[src/rtl/cgo_pkg.sv]
package cgo_pkg;
  typedef enum logic [1:0] {
    SLOT_HI   = 2'd0,
    SLOT_WORD = 2'd1,
    SLOT_RST  = 2'd2
  } slotKind_e;

  typedef struct packed {
    logic      load;
    slotKind_e kind;
    logic      phaseClr;
  } ctrlStrb_t;
endpackage

[src/rtl/cgo_ctrl.sv]
module cgo_ctrl
  import cgo_pkg::*;
#(
  parameter int FW       = 23,
  parameter int LEAD     = 4,
  parameter int GAP      = 8,
  parameter int AW       = 8,
  parameter int DW       = 8,
  parameter int REQ_ADDR = 8'h1A,
  parameter int REQ_BIT  = 4
) (
  input  logic          clk,
  input  logic          rst_n,
  input  logic          lineStart,
  input  logic          regWrEn,
  input  logic [AW-1:0] regAddr,
  input  logic [DW-1:0] regWrData,
  output ctrlStrb_t     strb
);
  localparam int LAST_SLOT = LEAD + FW;
  localparam int RST_SLOT  = LAST_SLOT + GAP;
  localparam int CW        = $clog2(RST_SLOT + 1);

  logic          busy;
  logic [CW-1:0] cnt;
  logic          reqPending;
  logic          lineReq;
  logic          newReq;
  logic          accept;
  logic          atRst;

  assign newReq = regWrEn && (regAddr == AW'(REQ_ADDR)) && regWrData[REQ_BIT];
  assign accept = !busy && lineStart;
  assign atRst  = busy && (cnt == CW'(RST_SLOT));

  always_ff @(posedge clk) begin
    if (!rst_n) begin
      busy       <= 1'b0;
      cnt        <= '0;
      reqPending <= 1'b0;
      lineReq    <= 1'b0;
    end else begin
      if (accept) begin
        busy       <= 1'b1;
        cnt        <= '0;
        lineReq    <= reqPending;
        reqPending <= newReq;
      end else begin
        reqPending <= reqPending | newReq;
        if (atRst) begin
          busy    <= 1'b0;
          lineReq <= 1'b0;
        end else if (busy) begin
          cnt <= cnt + 1'b1;
        end
      end
    end
  end

  always_comb begin
    strb.load     = accept;
    strb.kind     = SLOT_HI;
    strb.phaseClr = 1'b0;
    if (busy) begin
      if (cnt > CW'(LEAD) && cnt <= CW'(LAST_SLOT)) begin
        strb.kind = SLOT_WORD;
      end else if (cnt == CW'(RST_SLOT)) begin
        strb.kind     = SLOT_RST;
        strb.phaseClr = lineReq;
      end
    end
  end
endmodule

[src/rtl/cgo_datapath.sv]
module cgo_datapath
  import cgo_pkg::*;
#(
  parameter int FW = 23
) (
  input  logic          clk,
  input  logic          rst_n,
  input  logic [FW-1:0] freqWord,
  input  ctrlStrb_t     strb,
  output logic [FW-1:0] phaseAcc,
  output logic          syncOut
);
  logic [FW-1:0] maskedWord;
  logic [FW-1:0] shiftReg;

  assign maskedWord = {freqWord[FW-1:1], 1'b0};

  always_ff @(posedge clk) begin
    if (!rst_n) begin
      phaseAcc <= '0;
    end else if (strb.phaseClr) begin
      phaseAcc <= '0;
    end else begin
      phaseAcc <= phaseAcc + maskedWord;
    end
  end

  always_ff @(posedge clk) begin
    if (!rst_n) begin
      shiftReg <= '0;
      syncOut  <= 1'b1;
    end else begin
      if (strb.load) begin
        shiftReg <= maskedWord;
      end else if (strb.kind == SLOT_WORD) begin
        shiftReg <= {shiftReg[FW-2:0], 1'b0};
      end
      case (strb.kind)
        SLOT_WORD: syncOut <= shiftReg[FW-1];
        SLOT_RST:  syncOut <= !strb.phaseClr;
        default:   syncOut <= 1'b1;
      endcase
    end
  end
endmodule

[src/rtl/chroma_genlock_osc.sv]
module chroma_genlock_osc
  import cgo_pkg::*;
#(
  parameter int FW       = 23,
  parameter int LEAD     = 4,
  parameter int GAP      = 8,
  parameter int AW       = 8,
  parameter int DW       = 8,
  parameter int REQ_ADDR = 8'h1A,
  parameter int REQ_BIT  = 4
) (
  input  logic          clk,
  input  logic          rst_n,
  input  logic          lineStart,
  input  logic [FW-1:0] freqWord,
  input  logic          regWrEn,
  input  logic [AW-1:0] regAddr,
  input  logic [DW-1:0] regWrData,
  output logic [FW-1:0] phaseAcc,
  output logic          syncOut
);
  ctrlStrb_t strb;

  cgo_ctrl #(
    .FW(FW), .LEAD(LEAD), .GAP(GAP), .AW(AW), .DW(DW),
    .REQ_ADDR(REQ_ADDR), .REQ_BIT(REQ_BIT)
  ) ctrl_i (
    .clk(clk), .rst_n(rst_n), .lineStart(lineStart),
    .regWrEn(regWrEn), .regAddr(regAddr), .regWrData(regWrData),
    .strb(strb)
  );

  cgo_datapath #(.FW(FW)) dp_i (
    .clk(clk), .rst_n(rst_n), .freqWord(freqWord), .strb(strb),
    .phaseAcc(phaseAcc), .syncOut(syncOut)
  );
endmodule

[config.mk]
export PLATFORM = sky130hd
export DESIGN_NAME = chroma_genlock_osc
export DESIGN_NICKNAME = d
export VERILOG_FILES = /design/src/rtl/cgo_pkg.sv /design/src/rtl/cgo_ctrl.sv /design/src/rtl/cgo_datapath.sv /design/src/rtl/chroma_genlock_osc.sv
export SDC_FILE = /design/constraint.sdc
export NUM_CORES = 1
export LEC_CHECK = 0
export CORE_MARGIN = 1
export CORE_UTILIZATION = 45
export CTS_CLUSTER_SIZE = 28
export DETAILED_ROUTE_END_ITERATION = 16
export GPL_TIMING_DRIVEN = 0
export MAX_ROUTING_LAYER = met4
export PLACE_DENSITY_LB_ADDON = 0.15
export SLEW_MARGIN = 5
export SYNTH_ARGS = -nofsm -noshare
export SYNTH_HDL_FRONTEND = slang
export SYNTH_SLANG_ARGS = --single-unit
[constraint.sdc]
create_clock -name clk -period 2.3 [get_ports clk]
set_clock_uncertainty 0.15 [all_clocks]
set_input_delay 0.46 -clock clk [delete_from_list [all_inputs] [get_ports clk]]
set_output_delay 0.46 -clock clk [all_outputs]
set_load 0.01 [all_outputs]
* After elaboration in Yosys (flattened, before gate mapping)
Index checks and enable logic that the tools add are counted.
** Word-level totals
- Flip-flop bits (word level) :: 55
- ROM bits :: 0
- Bits in latches :: 0
- RAM bits :: 0
- Input port bits :: 43
- Output and inout bits :: 24
- Memories :: 0
** Operators by class
- Muxes and demuxes :: 11
- Magnitude comparators :: 2
- Divide/modulo/power cells :: 0
- Shifts and indexed selects :: 0
- Equal/unequal tests :: 4
- Reduce and logical (&&, ||, !) cells :: 12
- Add/subtract/negate cells :: 2
- $mul :: 0
- Bitwise operators :: 3
** Operator list (count)
- $mux W23 :: 2
- $add A23 B23 Y23 :: 1
- $eq A8 B5 Y1 const B :: 1
- $add A6 B1 Y6 const B :: 1
- $eq A6 B6 Y1 const B :: 1
- $gt A6 B3 Y1 const B :: 1
- $le A6 B5 Y1 const B :: 1
- $mux W3 :: 2
- $logic_and A1 B1 Y1 :: 5
- $mux W1 :: 5
- $reduce_bool A2 Y1 :: 2
- $reduce_or A2 Y1 :: 2
- $eq A2 B1 Y1 const B :: 1
- $eq A2 B2 Y1 const B :: 1
- $logic_not A1 Y1 :: 2
- $mux W2 :: 1
- $not A1 Y1 :: 2
- $pmux W1 S2 :: 1
- $reduce_and A2 Y1 :: 1
- $or A1 B1 Y1 :: 1

* Depth between registers and ports, before layout
Gate-level depths: netlist of run 1.
- Word-level depth :: 7
- Gate-level depth with buffers :: 9
- Gate-level depth less buffers :: 9

* Modules after synthesis
Synthesis of run 1 repeated with hierarchy kept, for this count alone.
** Second synthesis, totals
- Cells, all modules :: 414
- Area total of the unflattened synthesis :: 3418.3 sq um
** By module, submodules not included
- cgo_datapath :: cells an instance 354, times used 1, area an instance 2881.5 sq um, seq. area each 900.9 sq um
- cgo_ctrl :: cells an instance 60, times used 1, area an instance 536.8 sq um, seq. area each 180.2 sq um

* Worst setup path before layout of run 1
OpenSTA, ideal clock, no wires.
- Kind :: input -> register
- Start point :: input freqWord[1]
- End point :: register dp_i.phaseAcc[19]
- Required time :: 2071 ps
- Setup slack :: 9 ps
- Buffers on the path :: 0
- Library setup time :: 79 ps
- Arrival :: 2062 ps
- Stages :: 9
- Cell sequence :: ha_1 inv_1 fa_1 nor2b_1 o31a_1 o22ai_1 o311ai_1 nand4b_1 o211ai_1
** On the way
- Cells in the longest elaborated chain, start to end :: 1
** Ends and longest elaborated chain
- start: declaration :: line chroma_genlock_osc.sv:15 : input logic [FW-1:0] freqWord,
- $add A23 B23 Y23 :: line cgo_datapath.sv:24 : phaseAcc <= phaseAcc + maskedWord;
- end signal: assignment :: line cgo_datapath.sv:24
- end: declaration :: line cgo_datapath.sv:10 : output logic [FW-1:0] phaseAcc,
Every way passes these cells.
A chain may end at the register's enable or synchronous reset.

* Final worst setup path of run 1
- Start point :: input freqWord[1]
- End point :: register dp_i.phaseAcc[17]
Same word-level chain as after synthesis.

==> results.md, run 1 <==
* Outcome: completed
* Post-synth top flop: dfxtp_1
* Final wirelength at 8.523 mm
* Register area share after synthesis at approximately a third
* Post-synth top area cell: dfxtp_1
* Worst hold path type: reg2reg
* Sink Count at 54
* Unique masters post-synth at 53
* Post-synth top cells: nand2_1 (67), dfxtp_1 (54), nor2_1 (53)
* First-pass iteration count of the detailed router at 4
* DRC at 0
* Endpoints failing setup at 0
* Synth top area cells: dfxtp_1 (34%), ha_1 (9.3%), nand2_1 (7.8%), nor2_1 (6.2%), a311oi_1 (5.7%)
* WHS Path Cells at 2
* Synth warn at 0
* Syn Nets at between 400 and 500
* Ant. Diodes at 0
* Wire per inst at ~15 microns
* Synthesized area at between 0.003 and 0.004 sq mm
* FF+latch count, synth at 54
* Port Buffers at 57
* RSZ-0062 raised after global routing: true
* Htree depth at 2
* Reg2reg path depth at 9
* Dpl ws at -0.7935 ns
* Max FO, Critical Path at 4
* Routability Congestion at 0.8658
* Worst path required time at 2.41 ns
* Crit. End Element: register
* CORE AREA at ~0.0069 sq mm
* Post-Syn Instances at ~410
* Clock Latency Late Sink at 0.32 ns
* Pwr Density at around 980 mW/mm^2
* First-pass GRT wire length at 13.66 mm
* Final Max Tran Viols at 0
* Reg2reg start: dp_i.phaseAcc[1]$_SDFF_PP0_
* Vias at about 3100
* CP Launch Type: input pin
* Top-count cell post-synth: nand2_1
* Largest net degree at the start of global routing at 18
* Crit path from: freqWord[1]
* Synth-to-layout area growth at 35.29%
* Initial drt markers at ~150
* Slack of the critical path at roughly 0.056 ns
* Filler instances at a little over 600
* Initial antenna violation count at 0
* WL met2 at about 4.1 mm
* Die Height at about 87 microns
* # rows at 30
* Grt total ovfl at 0
* EDFF count, synth at 0
* Detailed placement HPWL at approximately 6.2 mm
* Min cycle time layout at 2.244 ns
* Synth top area share at between 30% and 40%
* Io pins at 67
* Achievable Freq at 445.6 MHz
* Design Area, Final at 0.004365 sq mm
* Die width at between 80 and 90 microns
* Maxcap violations at 0
* CTS clk-pin slew, worst paths at roughly 0.1 ns
* Routed metal-1 wirelength at just under 4 mm
* Leakage at between 1.5 and 2 nW
* Maximum clock path buffer count at 2
* Initial core utilization at 46.98%
* Nets at 545
* Via density at 5.481
* Async SR Flop Fraction at 0%
* Num CTS Buffers at 5
* Dpl cell area at between 0.003 and 0.004 sq mm
* Clk root buf: clkbuf_8
* Share of layout cells above drive strength 1 at roughly 17%
* Critical path class: in2reg
* Die area at roughly 0.0075 sq mm
* CTS Hold Bufs at 0
* Final hold violation count at 0
* VDD IR-drop max at around 0.60 mV
* Length of routed met3 wiring at 297 microns
* Total GRT Usage at a little under a quarter
* Hold path startpoint: ctrl_i.reqPending$_SDFF_PN0_
* CTS tree: done
* Hold slack final at 0.3316 ns
* Tcrit/Tclk final at 97.57%
* Worst EP arrival at between 2 and 2.5 ns
* Highest metal used: met4
* Avg Cell Area, Syn at between 7 and 8 sq um
* Number of global-route vias before repair at 2902
* Post-route ant nets at 0
==> metrics by stage <==
step,instances,setup TNS [ns],util (%),total power [mW]
after floorplan,405,0,-,2.660
after global placement,558,-8.873,57.03,3.289
after detailed placement,558,-8.682,57.03,3.310
after CTS,571,0,61.69,4.147
after global routing,574,-0.03349,63.55,4.563
final,574,0,63.55,4.271
==> routing by layer <==
metal	up-vias	track usage (%)
met3	15	3.143
met4	0	9.848
met1	1474	29.58
met5	-	-
li1	1583	-
met2	74	39.11
==> critical path, stage by stage <==
cell,delay (ns)
clkdlybuf4s15_2,0.22
ha_4,0.16
inv_2,0.04
fa_2,0.36
nor2b_2,0.13
o31a_1,0.25
o221ai_4,0.18
a21o_1,0.21
a211o_1,0.26
o21ai_1,0.07
==> sequential cells by signal (all words and copies together) (netlist names) <==
name	cells
dp_i.phaseAcc	22
ctrl_i.busy	1
ctrl_i.reqPending	1
dp_i.syncOut	1
ctrl_i.cnt	6
ctrl_i.lineReq	1
dp_i.shiftReg	22
==> path summary, 6_finish.rpt <==
path	endpoint	slack [ns]
max	dp_i.phaseAcc[17]$_SDFF_PP0_	0.06
min	ctrl_i.reqPending$_SDFF_PN0_	0.33
max reg2reg	dp_i.phaseAcc[17]$_SDFF_PP0_	0.07
min reg2reg	ctrl_i.reqPending$_SDFF_PN0_	0.33
==> cells by family after synthesis <==
| family | synth area share, % |
|---|---|
| mux | 1.551 |
| buf+inv | 4.653 |
| xor+xnor | 3.800 |
| fa+ha+maj | 9.926 |
| simple gates | 23.81 |
| flops | 33.50 |
| other cells | 0.1162 |
| compound gates | 22.65 |
==> layout by cell type (no fill, tap or decap), types with 5 or more instances in the layout <==
cell type,count
dlygate4sd2_1,7
clkbuf_1,6
clkdlybuf4s50_1,46
nor2b_1,5
ha_4,10
nand2b_1,6
buf_4,16
ha_1,10
a311oi_1,21
o21a_1,9
nor3_1,10
o21ai_0,6
buf_2,5
o21ai_1,5
xnor2_1,11
nand2_1,66
a21oi_1,13
clkbuf_8,6
mux2i_1,5
dfxtp_1,51
nand3_1,11
a21o_1,8
nand4_1,7
nor2_1,52
inv_1,10
==> layout make-up <==
cell class / instances / area (sq um) / share of cell area [%]
multi-input combinational: 315 / 2237 / 51.25
sequential: 54 / 1085 / 24.85
timing repair buffer: 72 / 683.2 / 15.65
tap: 96 / 120.1 / 2.751
buffer: 17 / 95.09 / 2.178
clock buffer: 6 / 82.58 / 1.892
inverter: 12 / 45.04 / 1.032
clock inverter: 2 / 17.52 / 0.4013
==> what timing repair did <==
item                                    in CTS  in global routing
endpoints found under the setup margin      12                 30
buffers inserted                             7                  8
gates resized for setup                     44                 25
pin swaps                                   18                 16
==> report_power, final <==
| group | internal, mW | leakage (nW) | switching [mW] |
|---|---|---|---|
| Sequential | 1.13 | 0.448 | 0.140 |
| Combinational | 1.20 | 1.20 | 1.21 |
| Clock | 0.249 | 0.0514 | 0.346 |
Power figures use the tool's default switching activity.
==> run 2: changes to the inputs <==
--- a/config.mk
+++ b/config.mk
@@ -12,6 +12,7 @@
 export GPL_TIMING_DRIVEN = 0
 export MAX_ROUTING_LAYER = met4
 export PLACE_DENSITY_LB_ADDON = 0.15
+export SETUP_SLACK_MARGIN = 0.3
 export SLEW_MARGIN = 5
 export SYNTH_ARGS = -nofsm -noshare
 export SYNTH_HDL_FRONTEND = slang
==> results.md, run 2 (synthesized netlist as in run 1, its figures left out) <==
* First-pass iteration count of the detailed router at 4 (unchanged)
* Hold path startpoint: freqWord[2] (was ctrl_i.reqPending$_SDFF_PN0_)
* Critical path class: reg2reg (was in2reg)
* Final wirelength at 10.26 mm (was 8.523 mm)
* Share of layout cells above drive strength 1 at 34.69% (was 16.95%)
* Ant. Diodes at 0 (unchanged)
* CTS tree: done (unchanged)
* Nets at 583 (was 545)
* R2R setup slack at 0.08 ns (was 0.07 ns)
* Die Height at 86.68 microns (unchanged)
* CTS Hold Bufs at 0 (unchanged)
* WHS Path Cells at 3 (was 2)
* Worst-Margin Slew at around 0.64 ns
* Filler instances at 488 (was 613)
* Hold-critical path endpoint: dp_i.shiftReg[2]$_SDFFE_PN0P_ (was ctrl_i.reqPending$_SDFF_PN0_)
* Via density at 5.698 (was 5.481)
* Largest regs: dp_i.phaseAcc: 22 flops, dp_i.shiftReg: 22 flops, ctrl_i.cnt: 6 flops (unchanged)
* CORE AREA at 0.006869 sq mm (unchanged)
* Layout Cells excl Fill at 612 (was 574)
* Num CTS Buffers at 5 (unchanged)
* Max FO, Critical Path at 4 (unchanged)
* Leakage at 1.994 nW (was 1.695 nW)
* Routability Congestion at 0.9326 (was 0.8658)
* CTS clk-pin slew, worst paths at 0.10 ns (about the same)
* Worst path required time at 2.41 ns (about the same)
* Maximum clock path buffer count at 2 (unchanged)
* DRC at 0 (unchanged)
* Post-route ant nets at 0 (unchanged)
* Outcome: completed (unchanged)
* Worst EP arrival at 2.32 ns (was 2.35 ns)
* Total GRT Usage at 26.75% (was 23.83%)
* Most frequent cells in the layout: nand2_1 (64), dfxtp_1 (45), nor2_1 (42) (was nand2_1 (66), nor2_1 (52), dfxtp_1 (51))
* Min cycle time layout at 2.215 ns (was 2.244 ns)
* RSZ-0062 raised after global routing: true (unchanged)
* First-pass GRT wire length at 15.42 mm (was 13.66 mm)
* Initial drt markers at 169 (was 146)
* Grt total ovfl at 0 (unchanged)
* Io pins at 67 (unchanged)
* Final hold violation count at 0 (unchanged)
* Largest net degree at the start of global routing at 17 (was 18)
* Number of global-route vias before repair at 3259 (was 2902)
* Relative slew margins at about 57%
* Vias at 3487 (was 3146)
* Initial core utilization at 46.98% (unchanged)
* Dpl cells at 558 (unchanged)
* R2R Path End: dp_i.phaseAcc[17]$_SDFF_PP0_ (unchanged)
* Initial antenna violation count at 0 (unchanged)
* Layout Utilization at 74.30% (was 63.55%)
* Clock Latency Late Sink at 0.31 ns (was 0.32 ns)
* Worst hold path type: in2reg (was reg2reg)
* VDD IR-drop max at 0.8104 mV (was 0.5954 mV)
* Reg2reg start: dp_i.phaseAcc[1]$_SDFF_PP0_ (unchanged)
* Crit. End Element: register (unchanged)
* Tcrit/Tclk final at 96.31% (was 97.57%)
* Commonest non-fill, non-tap cell in the layout: nand2_1 (unchanged)
* Sink Count at 54 (unchanged)
* Clk root buf: clkbuf_8 (unchanged)
* Final Max Tran Viols at 0 (unchanged)
* Synth-to-layout area growth at 58.16% (was 35.29%)
* Hold slack final at 0.2990 ns (was 0.3316 ns)
* Port Buffers at 57 (unchanged)
* Detailed placement HPWL at 6.190 mm (was 6.235 mm)
* Pwr Density at 970.8 mW/mm^2 (was 978.4 mW/mm^2)
* Die width at 86.68 microns (unchanged)
* # rows at 30 (unchanged)
* Endpoints failing setup at 0 (unchanged)
* Achievable Freq at 451.4 MHz (was 445.6 MHz)
* CP Launch Type: register (was input pin)
* Reg2reg path depth at 9 (unchanged)
* Maxcap violations at 0 (unchanged)
* Wire per inst at 16.76 microns (was 14.85 microns)
* Htree depth at 2 (unchanged)
* Die area at 0.007513 sq mm (unchanged)
[run 2: layout make-up]
class / instances / area, sq um / area share, %
clock inverters: 2 / 13.76 / 0.2697
clock buffers: 6 / 72.57 / 1.422
well taps: 96 / 120.1 / 2.354
inverters: 12 / 48.80 / 0.9561
plain buffers: 24 / 225.2 / 4.413
repair buffers: 103 / 960.9 / 18.83
flip-flops and latches: 54 / 1092 / 21.40
multi-input cells: 315 / 2570 / 50.36
[run 2: metal layers]
metal  track usage, %  part of all wire [%]  vias up
met2            45.74                    52      116
li1                 -                     -     1669
met3            3.333                   4.6       22
met4            7.576                   1.6        0
met5                -                     0        -
met1            33.18                    42     1680
[run 2: worst max-delay path by stage]
stage	end	slack [ns]	start
2_1_floorplan	dp_i.phaseAcc[17]$_SDFF_PP0_	0.15	freqWord[1]
4_1_cts	dp_i.phaseAcc[11]$_SDFF_PP0_	0.09	dp_i.phaseAcc[1]$_SDFF_PP0_
3_5_place_dp	dp_i.phaseAcc[21]$_SDFF_PP0_	-0.71	freqWord[1]
3_3_place_gp	dp_i.phaseAcc[21]$_SDFF_PP0_	-0.65	freqWord[1]
5_1_grt	dp_i.phaseAcc[17]$_SDFF_PP0_	-0.01	dp_i.phaseAcc[1]$_SDFF_PP0_
6_report	dp_i.phaseAcc[17]$_SDFF_PP0_	0.08	dp_i.phaseAcc[1]$_SDFF_PP0_
[run 2: power breakdown]
part           total, mW  leakage [nW]  internal (mW)  switching [mW]
sequential          1.31         0.449           1.14           0.165
combinational       3.11          1.50           1.61            1.49
clock              0.543        0.0452          0.216           0.327
total               4.95          1.99           2.97            1.99
[run 2: worst max-delay path: stages (launching register included)]
cell and delay [ns]:
dfxtp_2 0.36, ha_4 0.14, inv_2 0.04, fa_2 0.36, nor2b_4 0.14, o31a_1 0.28, o221ai_4 0.19, a21o_1 0.20
a211o_1 0.25, o21ai_1 0.06
[run 2: what timing repair did]
item,in CTS,in global routing
cloned,1,3
setup endpoints to repair,38,43
pin swaps,49,41
resized for setup,124,81
buffers inserted,29,13
[run 2: per-stage QoR]
stage	setup TNS, ns	setup WS [ns]	area, sq um	total power [mW]
finish	0	0.08478	5104	4.955
floorplan	0	0.1517	3267	2.692
global placement	-7.941	-0.6534	3958	3.327
global route	-0.01176	-0.01017	5104	5.266
detailed placement	-8.037	-0.7128	3958	3.341
CTS	0	0.09408	4654	4.523
